### config.mk
export PLATFORM = sky130hd
export DESIGN_NAME = evt_timer
export DESIGN_NICKNAME = d
export VERILOG_FILES = /design/src/rtl/evt_pkg.sv /design/src/rtl/evt_counter.sv /design/src/rtl/evt_channel.sv /design/src/rtl/evt_timer.sv
export SDC_FILE = /design/constraint.sdc
export NUM_CORES = 2
export LEC_CHECK = 0
export BUFFER_PORTS_ARGS = -buffer_cell sky130_fd_sc_hd__buf_2
export CORE_MARGIN = 3
export CORE_UTILIZATION = 40
export DETAILED_ROUTE_END_ITERATION = 12
export SLEW_MARGIN = 20
export SYNTH_ARGS = -nofsm -noshare
export SYNTH_HDL_FRONTEND = slang
export SYNTH_HIERARCHICAL = 1
export SYNTH_SLANG_ARGS = --single-unit
### constraint.sdc
create_clock -name clk -period 2.7 [get_ports clk]
set_input_delay 0.54 -clock clk [delete_from_list [all_inputs] [get_ports clk]]
set_output_delay 0.54 -clock clk [all_outputs]
set_load 0.02 [all_outputs]
### src/rtl/evt_pkg.sv
package evt_pkg;
  localparam int DW = 32;
  localparam int CW = 2 * DW;

  // word index inside the global region
  localparam logic [2:0] W_CAP  = 3'd0;
  localparam logic [2:0] W_PRD  = 3'd1;
  localparam logic [2:0] W_GCFG = 3'd2;
  localparam logic [2:0] W_STS  = 3'd3;
  localparam logic [2:0] W_CNTL = 3'd4;
  localparam logic [2:0] W_CNTH = 3'd5;

  // word index inside a channel region
  localparam logic [2:0] W_CFG  = 3'd0;
  localparam logic [2:0] W_CMPL = 3'd2;
  localparam logic [2:0] W_CMPH = 3'd3;
  localparam logic [2:0] W_RTD  = 3'd4;
  localparam logic [2:0] W_RTA  = 3'd5;

  // channel config bits
  localparam int B_EN     = 0;
  localparam int B_PER    = 1;
  localparam int B_SETV   = 2;
  localparam int B_M32    = 3;
  localparam int B_LVL    = 4;
  localparam int B_MSG    = 5;
  localparam int B_ROUTE  = 8;
  localparam int B_MSGCAP = 14;
  localparam int B_PERCAP = 15;

  // global config / capability bits
  localparam int G_RUN   = 0;
  localparam int G_LEG   = 1;
  localparam int CAP_LEG = 15;
endpackage

### src/rtl/evt_counter.sv
module evt_counter
  import evt_pkg::*;
(
  input  logic          clk,
  input  logic          rst,
  input  logic          run,
  input  logic          wr_lo,
  input  logic          wr_hi,
  input  logic          rd_lo,
  input  logic [DW-1:0] wdata,
  output logic [CW-1:0] cnt,
  output logic [DW-1:0] snap_hi
);
  always_ff @(posedge clk) begin
    if (rst) begin
      cnt     <= '0;
      snap_hi <= '0;
    end else begin
      if (run)        cnt          <= cnt + 1'b1;
      else if (wr_lo) cnt[DW-1:0]  <= wdata;
      else if (wr_hi) cnt[CW-1:DW] <= wdata;
      if (rd_lo) snap_hi <= cnt[CW-1:DW];
    end
  end
endmodule

### src/rtl/evt_channel.sv
module evt_channel
  import evt_pkg::*;
#(
  parameter int   LINE_W  = 2,
  parameter logic PER_CAP = 1'b1,
  parameter logic MSG_CAP = 1'b1
) (
  input  logic              clk,
  input  logic              rst,
  input  logic [CW-1:0]     cnt,
  input  logic              run,
  input  logic              wr,
  input  logic [2:0]        woff,
  input  logic [DW-1:0]     wdata,
  input  logic              sts_clr,
  input  logic [2:0]        roff,
  output logic [DW-1:0]     rdata,
  output logic              lvl,
  output logic              msg_en,
  output logic [LINE_W-1:0] route,
  output logic [DW-1:0]     rt_data,
  output logic [DW-1:0]     rt_addr,
  output logic              fire,
  output logic              sts
);
  logic          en, per, setv, m32;
  logic [CW-1:0] cmp, prd;
  logic          eq, hit, load_cmp;

  always_comb begin
    eq       = m32 ? (cnt[DW-1:0] == cmp[DW-1:0]) : (cnt == cmp);
    hit      = en && run && eq;
    load_cmp = !per || setv;
  end

  always_ff @(posedge clk) begin
    if (rst) begin
      {en, per, setv, m32, lvl, msg_en} <= '0;
      route   <= '0;
      cmp     <= '0;
      prd     <= '0;
      rt_data <= '0;
      rt_addr <= '0;
      fire    <= 1'b0;
      sts     <= 1'b0;
    end else begin
      fire <= hit;
      if (hit && lvl)   sts <= 1'b1;
      else if (sts_clr) sts <= 1'b0;
      if (hit && per)
        cmp <= m32 ? {{DW{1'b0}}, cmp[DW-1:0] + prd[DW-1:0]} : cmp + prd;
      if (wr) begin
        case (woff)
          W_CFG: begin
            en     <= wdata[B_EN];
            per    <= PER_CAP & wdata[B_PER];
            setv   <= wdata[B_SETV];
            m32    <= wdata[B_M32];
            lvl    <= wdata[B_LVL];
            msg_en <= MSG_CAP & wdata[B_MSG];
            route  <= wdata[B_ROUTE +: LINE_W];
          end
          W_CMPL: begin
            if (load_cmp) begin
              cmp[DW-1:0] <= wdata;
              if (m32) setv <= 1'b0;
            end else prd[DW-1:0] <= wdata;
          end
          W_CMPH: begin
            if (load_cmp) begin
              cmp[CW-1:DW] <= wdata;
              if (!m32) setv <= 1'b0;
            end else prd[CW-1:DW] <= wdata;
          end
          W_RTD:   rt_data <= wdata;
          W_RTA:   rt_addr <= wdata;
          default: ;
        endcase
      end
    end
  end

  always_comb begin
    rdata = '0;
    case (roff)
      W_CFG: begin
        rdata[B_EN]     = en;
        rdata[B_PER]    = per;
        rdata[B_SETV]   = setv;
        rdata[B_M32]    = m32;
        rdata[B_LVL]    = lvl;
        rdata[B_MSG]    = msg_en;
        rdata[B_ROUTE +: LINE_W] = route;
        rdata[B_MSGCAP] = MSG_CAP;
        rdata[B_PERCAP] = PER_CAP;
      end
      W_CMPL:  rdata = cmp[DW-1:0];
      W_CMPH:  rdata = cmp[CW-1:DW];
      W_RTD:   rdata = rt_data;
      W_RTA:   rdata = rt_addr;
      default: rdata = '0;
    endcase
  end
endmodule

### src/rtl/evt_timer.sv
module evt_timer
  import evt_pkg::*;
#(
  parameter int              NCH          = 3,
  parameter int              NLINES       = 4,
  parameter int              ADDR_W       = 6,
  parameter logic [DW-1:0]   TICK_FS      = 32'd69841279,
  parameter logic [NCH-1:0]  PER_CAP_MASK = '1,
  parameter logic [NCH-1:0]  MSG_CAP_MASK = '1
) (
  input  logic              clk,
  input  logic              rst,
  input  logic              bus_wr,
  input  logic              bus_rd,
  input  logic [ADDR_W-1:0] bus_addr,
  input  logic [DW-1:0]     bus_wdata,
  output logic [DW-1:0]     bus_rdata,
  output logic [NLINES-1:0] irq_out,
  output logic              legacy_tick,
  output logic              legacy_rtc,
  output logic              msg_valid,
  output logic [DW-1:0]     msg_data,
  output logic [DW-1:0]     msg_addr
);
  localparam int LINE_W = (NLINES > 1) ? $clog2(NLINES) : 1;
  localparam int RGN_W  = ADDR_W - 3;

  logic [RGN_W-1:0] rgn;
  logic [2:0]       widx;
  logic             top_sel;
  logic             run, leg;
  logic [CW-1:0]    cnt;
  logic [DW-1:0]    snap_hi;

  logic [NCH-1:0]    ch_lvl, ch_msg, ch_fire, ch_sts;
  logic [LINE_W-1:0] ch_route [NCH];
  logic [DW-1:0]     ch_rdata [NCH];
  logic [DW-1:0]     ch_rtd   [NCH];
  logic [DW-1:0]     ch_rta   [NCH];

  assign rgn     = bus_addr[ADDR_W-1:3];
  assign widx    = bus_addr[2:0];
  assign top_sel = (rgn == '0);

  always_ff @(posedge clk) begin
    if (rst) begin
      run <= 1'b0;
      leg <= 1'b0;
    end else if (bus_wr && top_sel && widx == W_GCFG) begin
      run <= bus_wdata[G_RUN];
      leg <= (NCH > 1) && bus_wdata[G_LEG];
    end
  end

  evt_counter i_counter (
    .clk     (clk),
    .rst     (rst),
    .run     (run),
    .wr_lo   (bus_wr && top_sel && widx == W_CNTL),
    .wr_hi   (bus_wr && top_sel && widx == W_CNTH),
    .rd_lo   (bus_rd && top_sel && widx == W_CNTL),
    .wdata   (bus_wdata),
    .cnt     (cnt),
    .snap_hi (snap_hi)
  );

  for (genvar i = 0; i < NCH; i++) begin : g_ch
    evt_channel #(
      .LINE_W  (LINE_W),
      .PER_CAP (PER_CAP_MASK[i]),
      .MSG_CAP (MSG_CAP_MASK[i])
    ) i_channel (
      .clk     (clk),
      .rst     (rst),
      .cnt     (cnt),
      .run     (run),
      .wr      (bus_wr && rgn == RGN_W'(i + 1)),
      .woff    (widx),
      .wdata   (bus_wdata),
      .sts_clr (bus_wr && top_sel && widx == W_STS && bus_wdata[i]),
      .roff    (widx),
      .rdata   (ch_rdata[i]),
      .lvl     (ch_lvl[i]),
      .msg_en  (ch_msg[i]),
      .route   (ch_route[i]),
      .rt_data (ch_rtd[i]),
      .rt_addr (ch_rta[i]),
      .fire    (ch_fire[i]),
      .sts     (ch_sts[i])
    );
  end

  logic [DW-1:0] rd_mux;
  always_comb begin
    rd_mux = '0;
    if (top_sel) begin
      case (widx)
        W_CAP: begin
          rd_mux[7:0]     = 8'(NCH - 1);
          rd_mux[CAP_LEG] = (NCH > 1);
        end
        W_PRD:   rd_mux = TICK_FS;
        W_GCFG: begin
          rd_mux[G_RUN] = run;
          rd_mux[G_LEG] = leg;
        end
        W_STS:   rd_mux[NCH-1:0] = ch_sts;
        W_CNTL:  rd_mux = cnt[DW-1:0];
        W_CNTH:  rd_mux = snap_hi;
        default: rd_mux = '0;
      endcase
    end
    for (int i = 0; i < NCH; i++)
      if (rgn == RGN_W'(i + 1)) rd_mux = ch_rdata[i];
  end

  logic [NLINES-1:0] irq_d;
  logic              tick_d, rtc_d, mv_d, line;
  logic [DW-1:0]     md_d, ma_d;
  always_comb begin
    irq_d  = '0;
    tick_d = 1'b0;
    rtc_d  = 1'b0;
    mv_d   = 1'b0;
    md_d   = '0;
    ma_d   = '0;
    line   = 1'b0;
    // descending so the lowest-numbered message channel wins
    for (int i = NCH - 1; i >= 0; i--) begin
      line = ch_lvl[i] ? ch_sts[i] : ch_fire[i];
      if (leg && i == 0)      tick_d = line;
      else if (leg && i == 1) rtc_d  = line;
      else if (ch_msg[i]) begin
        if (ch_fire[i]) begin
          mv_d = 1'b1;
          md_d = ch_rtd[i];
          ma_d = ch_rta[i];
        end
      end else irq_d[ch_route[i]] = irq_d[ch_route[i]] | line;
    end
  end

  always_ff @(posedge clk) begin
    if (rst) begin
      bus_rdata   <= '0;
      irq_out     <= '0;
      legacy_tick <= 1'b0;
      legacy_rtc  <= 1'b0;
      msg_valid   <= 1'b0;
      msg_data    <= '0;
      msg_addr    <= '0;
    end else begin
      if (bus_rd) bus_rdata <= rd_mux;
      irq_out     <= irq_d;
      legacy_tick <= tick_d;
      legacy_rtc  <= rtc_d;
      msg_valid   <= mv_d;
      msg_data    <= md_d;
      msg_addr    <= ma_d;
    end
  end
endmodule

* Yosys cells after proc, flatten, opt, wreduce, memory -nomap -nowiden
Cells that the tools add are included.
Cells by class: equal/unequal tests 27, shifts and indexed selects 0, multiply operators 0, $add $sub $neg 7, divide/modulo/power cells 0, multiplexer cells 123, reduce and logical (&&, ||, !) cells 63, magnitude comparators 6, bitwise logic cells 8
Operator list (count):
- $mux 32 | 35
- $mux 64 | 10
- $add 64x64->64 | 3
- $eq 64x64->1 | 3
- $pmux 16 s4 | 3
- $add 32x32->32 | 3
- $eq 32x32->1 | 3
- $pmux 6 s5 | 3
- $add 64x1->64 const B | 1
- $pmux 2 s5 | 6
- $pmux 16 s3 | 1
- $pmux 4 s4 | 3
- $mux 1 | 38
- $logic_and 1x1->1 | 28
- $pmux 2 s4 | 3
- $pmux 7 s3 | 1
- $mux 4 | 5
- $reduce_and 2->1 | 10
- $ne 2x1->1 const B | 9
- $reduce_and 3->1 | 6
- $reduce_and 6->1 | 3
- $pmux 5 s3 | 1
- $eq 3x2->1 const B | 4
- $pmux 1 s3 | 4
- 19 further kinds | 48
Storage, ports and cells: memory bits (read-only) 0, flip-flop bits (word level) 807, RAM bits 0, latch bits 0, input port bits 42, logic and storage cells 288, output and inout bits 103, memories kept 0

* Longest topological paths before layout
depth in word-level cells 18, depth in mapped cells 14, depth with buffers taken out 14

* Modules after synthesis
Netlist, hierarchy kept.
Modules (own cells, without submodules):
- evt_channel (g_ch[0].i_channel ...) | seq. area each 4043.9 µm², times used 2, area an instance 13267.7 µm², cells an instance 1813
- evt_channel (g_ch[2].i_channel) | seq. area each 4043.9 µm², times used 1, area an instance 12844.8 µm², cells an instance 1714
- evt_timer | seq. area each 2102.0 µm², times used 1, area an instance 5532.8 µm², cells an instance 648
- evt_counter | seq. area each 1921.8 µm², times used 1, area an instance 5159.9 µm², cells an instance 649

* Least setup slack after synthesis
Ideal clock, no wire load.
path type flip-flop to flip-flop, start point register g_ch[2].i_channel.cmp[0], end point register g_ch[2].i_channel.cmp[50], path buffers 0, data required time 2.568 ns, library setup time 0.132 ns, clock period less this slack 2.942 ns, arrival 2.810 ns, path slack -0.242 ns, stages on the path, launching flop included 15, cells stage by stage dfxtp_1 > ha_1 > inv_1 > fa_1 > nand2b_1 > a21oi_1 > o2111ai_1 > a21oi_2 > a21oi_2 > o31ai_4 > a21oi_1 > o31ai_1 > xor2_1 > a221oi_1 > nor3_1
Between the ends: longest elaborated chain between the ends 8, elaborated cells on any way between the ends 11, those cells by class add/sub: 1; eq/ne: 2; mux: 6; reduce/logical: 2
RTL lines:
- from (decl) | line evt_channel.sv:27 | logic [CW-1:0] cmp, prd;
- from (signal assigned) | line evt_channel.sv:51 | cmp <= m32 ? {{DW{1'b0}}, cmp[DW-1:0] + prd[DW-1:0]} : cmp + prd;
- from (signal, indexed assignment) | line evt_channel.sv:65 | cmp[DW-1:0] <= wdata;
- from (signal, indexed assignment) | line evt_channel.sv:71 | cmp[CW-1:DW] <= wdata;
- parallel branches: the longest is 4 deep, another holds $add 64x64->64
- $mux 64 * | line evt_channel.sv:50 | if (hit && per)
- $mux 32 | line evt_channel.sv:70 | if (load_cmp) begin
- $mux 32 | line evt_channel.sv:53 | case (woff)
- $mux 64 * | line evt_channel.sv:52 | if (wr) begin
Every way passes the cells marked *. A chain may end at the register's enable or synchronous reset.

* Worst setup path in the final report
start point register g_ch[1].i_channel.cmp[36], end point register g_ch[1].i_channel.cmp[60]
Between the ends: longest elaborated chain between the ends 8, elaborated cells on any way between the ends 10, those cells by class add/sub: 1; eq/ne: 1; mux: 6; reduce/logical: 2
RTL lines (line):
- from (decl) | evt_channel.sv:27
- from (signal assigned) | evt_channel.sv:51
- from (signal, indexed assignment) | evt_channel.sv:65
- from (signal, indexed assignment) | evt_channel.sv:71
- parallel branches: the longest is 4 deep, another holds $add 64x64->64
- $mux 64 * | evt_channel.sv:50
- $mux 32 | evt_channel.sv:70
- $mux 32 | evt_channel.sv:53
- $mux 64 * | evt_channel.sv:52
Marks and branches as above.

==> run_summary.xml <==
<?xml version="1.0" encoding="UTF-8"?>
<metrics>
  <group name="synthesis">
    <metric name="synth_xor_area_share" unit="%">6.507</metric>
    <metric name="synth_fa_ha_area_share" unit="%">4.868</metric>
    <metric name="syn_inst" unit="">6637</metric>
    <metric name="ys_types" unit="">102</metric>
    <metric name="synth.net_count" unit="">6872</metric>
    <metric name="synth-warning-count" unit="">6</metric>
    <metric name="synth.ff_latch_count" unit="">807</metric>
    <metric name="synth.avg_cell_area" unit="µm²">7.545</metric>
    <metric name="async_reset_ff_share" unit="%">0</metric>
    <metric name="syn_area" unit="µm²">50070</metric>
    <metric name="basic_gate_share_of_the_synthesized_area_counting_and_or_nand_and_nor_cells" unit="%">22.04</metric>
    <metric name="muxShareOfSynthArea" unit="%">5.085</metric>
    <metric name="synth_enable_flop_cells" unit="">0</metric>
    <metric name="seq_area_frac_synth" unit="%">32.26</metric>
    <metric name="post_synthesis_compound_gate_area_fraction" unit="%">24.73</metric>
    <metric name="synth-main-ff-cell" unit="">sky130_fd_sc_hd__dfxtp_1</metric>
    <metric name="synth_top_family_by_area" unit="">compound AO/OA/AOI/OAI gates</metric>
  </group>
  <group name="clocking">
    <metric name="cts_inserted_buffers" unit="">96</metric>
    <metric name="cts-hold-fix-buffers" unit="">0</metric>
    <metric name="worst_skew_pair.late_latency" unit="ps">750</metric>
    <metric name="maximum_number_of_buffers_from_clock_root_to_sink" unit="">3</metric>
    <metric name="level_count_of_the_clock_h_tree" unit="">3</metric>
    <metric name="clock-root-buffer" unit="">sky130_fd_sc_hd__clkbuf_16</metric>
    <metric name="clk_pin_slew" unit="ps">70</metric>
    <metric name="clock_tree_from_tritoncts" unit="">done</metric>
    <metric name="cts_sinks" unit="">807</metric>
  </group>
  <group name="power">
    <metric name="power.share.sequential" unit="%">42.0</metric>
    <metric name="irDropWorstVdd" unit="µV">543.2</metric>
    <metric name="total_power" unit="W">0.02871</metric>
    <metric name="swShare" unit="%">26.92</metric>
    <metric name="share_clk_of_total_power" unit="%">49.7</metric>
    <metric name="p_int" unit="W">0.02098</metric>
    <metric name="power.density" unit="nW/µm²">385.2</metric>
    <metric name="power.static_leakage" unit="nW">29.66</metric>
    <metric name="power_frac_comb" unit="%">8.3</metric>
    <metric name="switchingPower" unit="W">0.007730</metric>
  </group>
  <group name="min_path">
    <metric name="hold_path_class" unit="">in2reg</metric>
    <metric name="worst_hold_start" unit="">rst</metric>
  </group>
  <group name="timing">
    <metric name="tightestPinTransition" unit="ps">1085</metric>
    <metric name="rsz0062_at_grt" unit="">yes</metric>
    <metric name="timing.final.ws_setup" unit="ps">-300.0</metric>
    <metric name="finalSetupViolations" unit="">166</metric>
    <metric name="final.setup.tns" unit="ps">-17260</metric>
    <metric name="final_max_slew_viol_count" unit="">0</metric>
    <metric name="layout_min_cycle_time" unit="ps">3000</metric>
    <metric name="timing.max_slew.rel_slack" unit="%">27.65</metric>
    <metric name="clock-skew-final" unit="ps">44.90</metric>
    <metric name="max_clock_freq" unit="GHz">0.3333</metric>
    <metric name="final_hold_viol_count" unit="">0</metric>
    <metric name="fin_crit_sh" unit="%">111.1</metric>
  </group>
  <group name="routing">
    <metric name="drc" unit="">0</metric>
    <metric name="met1_length" unit="µm">109800</metric>
    <metric name="wl_met3" unit="µm">32670</metric>
    <metric name="postRouteWirelength" unit="µm">286700</metric>
    <metric name="route.vias.total" unit="">60210</metric>
    <metric name="routed.top_layer" unit="">met5</metric>
    <metric name="wl_per_cell" unit="µm">29.34</metric>
    <metric name="detail_route.first_pass.iterations" unit="">9</metric>
    <metric name="routed-wl-met2" unit="µm">120300</metric>
    <metric name="route.detailed.vias_per_inst" unit="">6.160</metric>
    <metric name="drt-initial-drc-count" unit="">8030</metric>
    <metric name="drt.antenna.violating_nets" unit="">0</metric>
  </group>
  <group name="cells_and_area">
    <metric name="area_delta_synth_final" unit="%">48.86</metric>
    <metric name="num-nets-final" unit="">8281</metric>
    <metric name="layout-drive-gt1-share" unit="%">35.11</metric>
  </group>
  <group name="placed_design">
    <metric name="detailedPlacementHpwl" unit="µm">208600</metric>
    <metric name="port_buffers" unit="">144</metric>
    <metric name="routabilityCongestion" unit="">1.080</metric>
    <metric name="placement_setup_slack" unit="ps">-531.7</metric>
  </group>
  <group name="grt">
    <metric name="antenna_violations_before_repair" unit="">10</metric>
    <metric name="gr-usage-all-layers" unit="%">41.41</metric>
    <metric name="grt_remaining_overflow" unit="">0</metric>
    <metric name="global_route_wire_length_before_repair" unit="µm">395400</metric>
    <metric name="largest_net_degree_at_the_start_of_global_routing" unit="">138</metric>
    <metric name="grt_pass1_vias" unit="">56162</metric>
  </group>
  <group name="floorplan">
    <metric name="width_of_the_die" unit="µm">359.8</metric>
    <metric name="ioPinCount" unit="">145</metric>
    <metric name="overall_die_area" unit="µm²">129500</metric>
    <metric name="placement_rows" unit="">129</metric>
    <metric name="placeableCoreArea" unit="µm²">124000</metric>
    <metric name="die-height" unit="µm">359.8</metric>
    <metric name="start_util" unit="%">40.39</metric>
  </group>
  <group name="critical_path">
    <metric name="worst-path-buf-inv" unit="">0</metric>
    <metric name="setup.worst_path.start_class" unit="">flip-flop</metric>
    <metric name="path_max_fanout" unit="">5</metric>
    <metric name="critical_path.max_stage_delay" unit="ps">470</metric>
    <metric name="worstReg2RegStart" unit="">g_ch[1].i_channel/cmp[36]</metric>
    <metric name="critPathLaunch" unit="">g_ch[1].i_channel/cmp[36]</metric>
    <metric name="worst-endpoint-required" unit="ps">3360</metric>
    <metric name="setup.worst_path.class" unit="">reg2reg</metric>
    <metric name="crit_chain" unit="">ha_2 -&gt; nand4_1 -&gt; or3_1 -&gt; or4_4 -&gt; o21ai_2 -&gt; a211oi_4 -&gt; o41ai_2 -&gt; xor2_1 -&gt; nand2_1 -&gt; a211oi_1</metric>
    <metric name="worst_ep_arrival_time" unit="ps">3660</metric>
    <metric name="cpLargestDelayFamily" unit="">simple AND/OR/NAND/NOR gates</metric>
    <metric name="critical_path_top_delay_cell" unit="">sky130_fd_sc_hd__or4_4</metric>
    <metric name="end_kind" unit="">flip-flop</metric>
  </group>
  <group name="run_status">
    <metric name="run_status" unit="">finished with violations</metric>
    <metric name="failed_checks" unit="">setup timing</metric>
  </group>
  <group name="run">
    <metric name="timing.max_cap.violations" unit="">0</metric>
  </group>
</metrics>
-- synthesized netlist by cell type (all sizes together), types with 18 or more instances --
| library cell | number | area, µm² |
|---|---|---|
| nand2 | 1138 | 4279 |
| a31oi | 62 | 387.9 |
| a221oi | 34 | 360.3 |
| buf | 82 | 405.4 |
| o21ai | 216 | 1096 |
| a21oi | 887 | 4473 |
| mux2i | 251 | 2512 |
| o211ai | 27 | 216.5 |
| ha | 190 | 2377 |
| dfxtp | 807 | 16160 |
| nand2b | 32 | 200.2 |
| a21o | 99 | 743.2 |
| inv | 86 | 322.8 |
| a211oi | 196 | 1481 |
| xor2 | 114 | 998.5 |
| o31ai | 18 | 167.7 |
| nor2b | 55 | 344.1 |
| and3 | 35 | 221.5 |
| or3 | 22 | 147.6 |
| nand4 | 139 | 869.6 |
| o21bai | 40 | 300.3 |
| a22o | 18 | 157.7 |
| and2 | 18 | 112.6 |
| o22ai | 80 | 500.5 |
| o21a | 26 | 195.2 |
| nor2 | 646 | 2427 |
| a22oi | 61 | 457.9 |
| a222oi | 53 | 530.5 |
| nand3 | 112 | 570.6 |
| and4 | 21 | 183.9 |
| xnor2 | 258 | 2260 |
| nor4 | 56 | 377.9 |
| nor3 | 130 | 671.9 |
| nor3b | 19 | 142.6 |
| clkbuf | 404 | 1526 |
-- per-stage QoR --
step	cell area (µm²)	hold slack (ps)	utilization, %	instances
global route	74510	185.5	60.11	9762
detailed placement	63800	450.9	51.47	9400
floorplan	50250	440.0	-	6637
global placement	63800	445.0	51.47	9400
CTS	70850	149.9	57.16	9665
finish	74540	209.8	60.13	9774
-- registers in the layout, summed over array words and instances (netlist names), 4 cells and up --
name / flops
i_counter/cnt: 64
msg_addr: 32
irq_out: 4
g_ch.i_channel/cmp: 192
g_ch.i_channel/rt_data: 96
bus_rdata: 32
msg_data: 32
i_counter/snap_hi: 32
g_ch.i_channel/route: 6
g_ch.i_channel/rt_addr: 96
g_ch.i_channel/prd: 192
-- cells in the final DEF, fill, tap and decap left out, types with 37 or more instances in the layout --
cell type	instances
sky130_fd_sc_hd__nand4_1	139
sky130_fd_sc_hd__inv_1	83
sky130_fd_sc_hd__buf_6	100
sky130_fd_sc_hd__a21oi_2	121
sky130_fd_sc_hd__ha_4	80
sky130_fd_sc_hd__mux2i_1	250
sky130_fd_sc_hd__a31oi_1	52
sky130_fd_sc_hd__a211oi_1	118
sky130_fd_sc_hd__o21ai_0	124
sky130_fd_sc_hd__nand3_1	96
sky130_fd_sc_hd__o21ai_1	55
sky130_fd_sc_hd__nor2_4	53
sky130_fd_sc_hd__ha_1	102
sky130_fd_sc_hd__a22oi_1	44
sky130_fd_sc_hd__a21oi_4	39
sky130_fd_sc_hd__nand2_1	1102
sky130_fd_sc_hd__a21oi_1	727
sky130_fd_sc_hd__clkbuf_16	111
sky130_fd_sc_hd__buf_4	1382
sky130_fd_sc_hd__nor3_1	94
sky130_fd_sc_hd__dfxtp_2	95
sky130_fd_sc_hd__xnor2_1	223
sky130_fd_sc_hd__a21o_1	97
sky130_fd_sc_hd__buf_2	142
sky130_fd_sc_hd__o22ai_1	78
sky130_fd_sc_hd__buf_12	139
sky130_fd_sc_hd__xor2_1	96
sky130_fd_sc_hd__a222oi_1	53
sky130_fd_sc_hd__nor2b_1	49
sky130_fd_sc_hd__nor4_1	37
sky130_fd_sc_hd__a211oi_2	75
sky130_fd_sc_hd__nor2_1	571
sky130_fd_sc_hd__dfxtp_1	696
-- cell families (layout without fill, tap and decap cells) --
group                    after synthesis  in the layout
AO/OA/AOI/OAI                       1956           1956
buffers and inverters                572           2059
XOR/XNOR                             372            372
adder cells (fa/ha/maj)              193            193
AND/OR/NAND/NOR                     2483           2484
multiplexers                         254            254
flip-flops                           807            807
other                                  0             12
-- layer usage --
metal  global-route usage [%]  up-vias
met1                    52.43    29078
li1                         -    26642
met5                        0        -
met3                    10.39      837
met4                    28.57        6
met2                    61.84     3647
-- power groups by stage --
stage / clock [W] / combinational, W / sequential (W)
floorplan: 0 / 0.000832 / 0.0123
global placement: 0 / 0.00219 / 0.0123
detailed placement: 0 / 0.00220 / 0.0123
CTS: 0.0143 / 0.00223 / 0.0120
global route: 0.0148 / 0.00241 / 0.0120
finish: 0.0143 / 0.00239 / 0.0121
-- area by class of cell --
type                       instances  area [µm²]
clock buffer                     125        2671
multi-input combinational       5259       36680
tap                             1637        2048
sequential                       807       16330
timing repair buffer            1796       15730
fill                           10959       49420
antenna                           12       30.03
inverter                          86       322.8
clock inverter                    52       723.2
-- worst paths after layout --
kind / slack [ps] / endpoint / cells past startpoint
hold / removal: 210 / i_counter/cnt[44] / 2
setup / recovery: -300 / g_ch[1].i_channel/cmp[60] / 10
hold reg to reg: 460 / g_ch[0].i_channel/prd[20] / 2
setup reg to reg: -300 / g_ch[1].i_channel/cmp[60] / 10
-- repair_timing --
action                     in CTS  in global routing
setup buffers                 101                 87
pin swaps                     326                349
cloned                          3                 22
resized for setup             622                585
setup endpoints to repair     222                203
(Power assumes the default switching activity.)
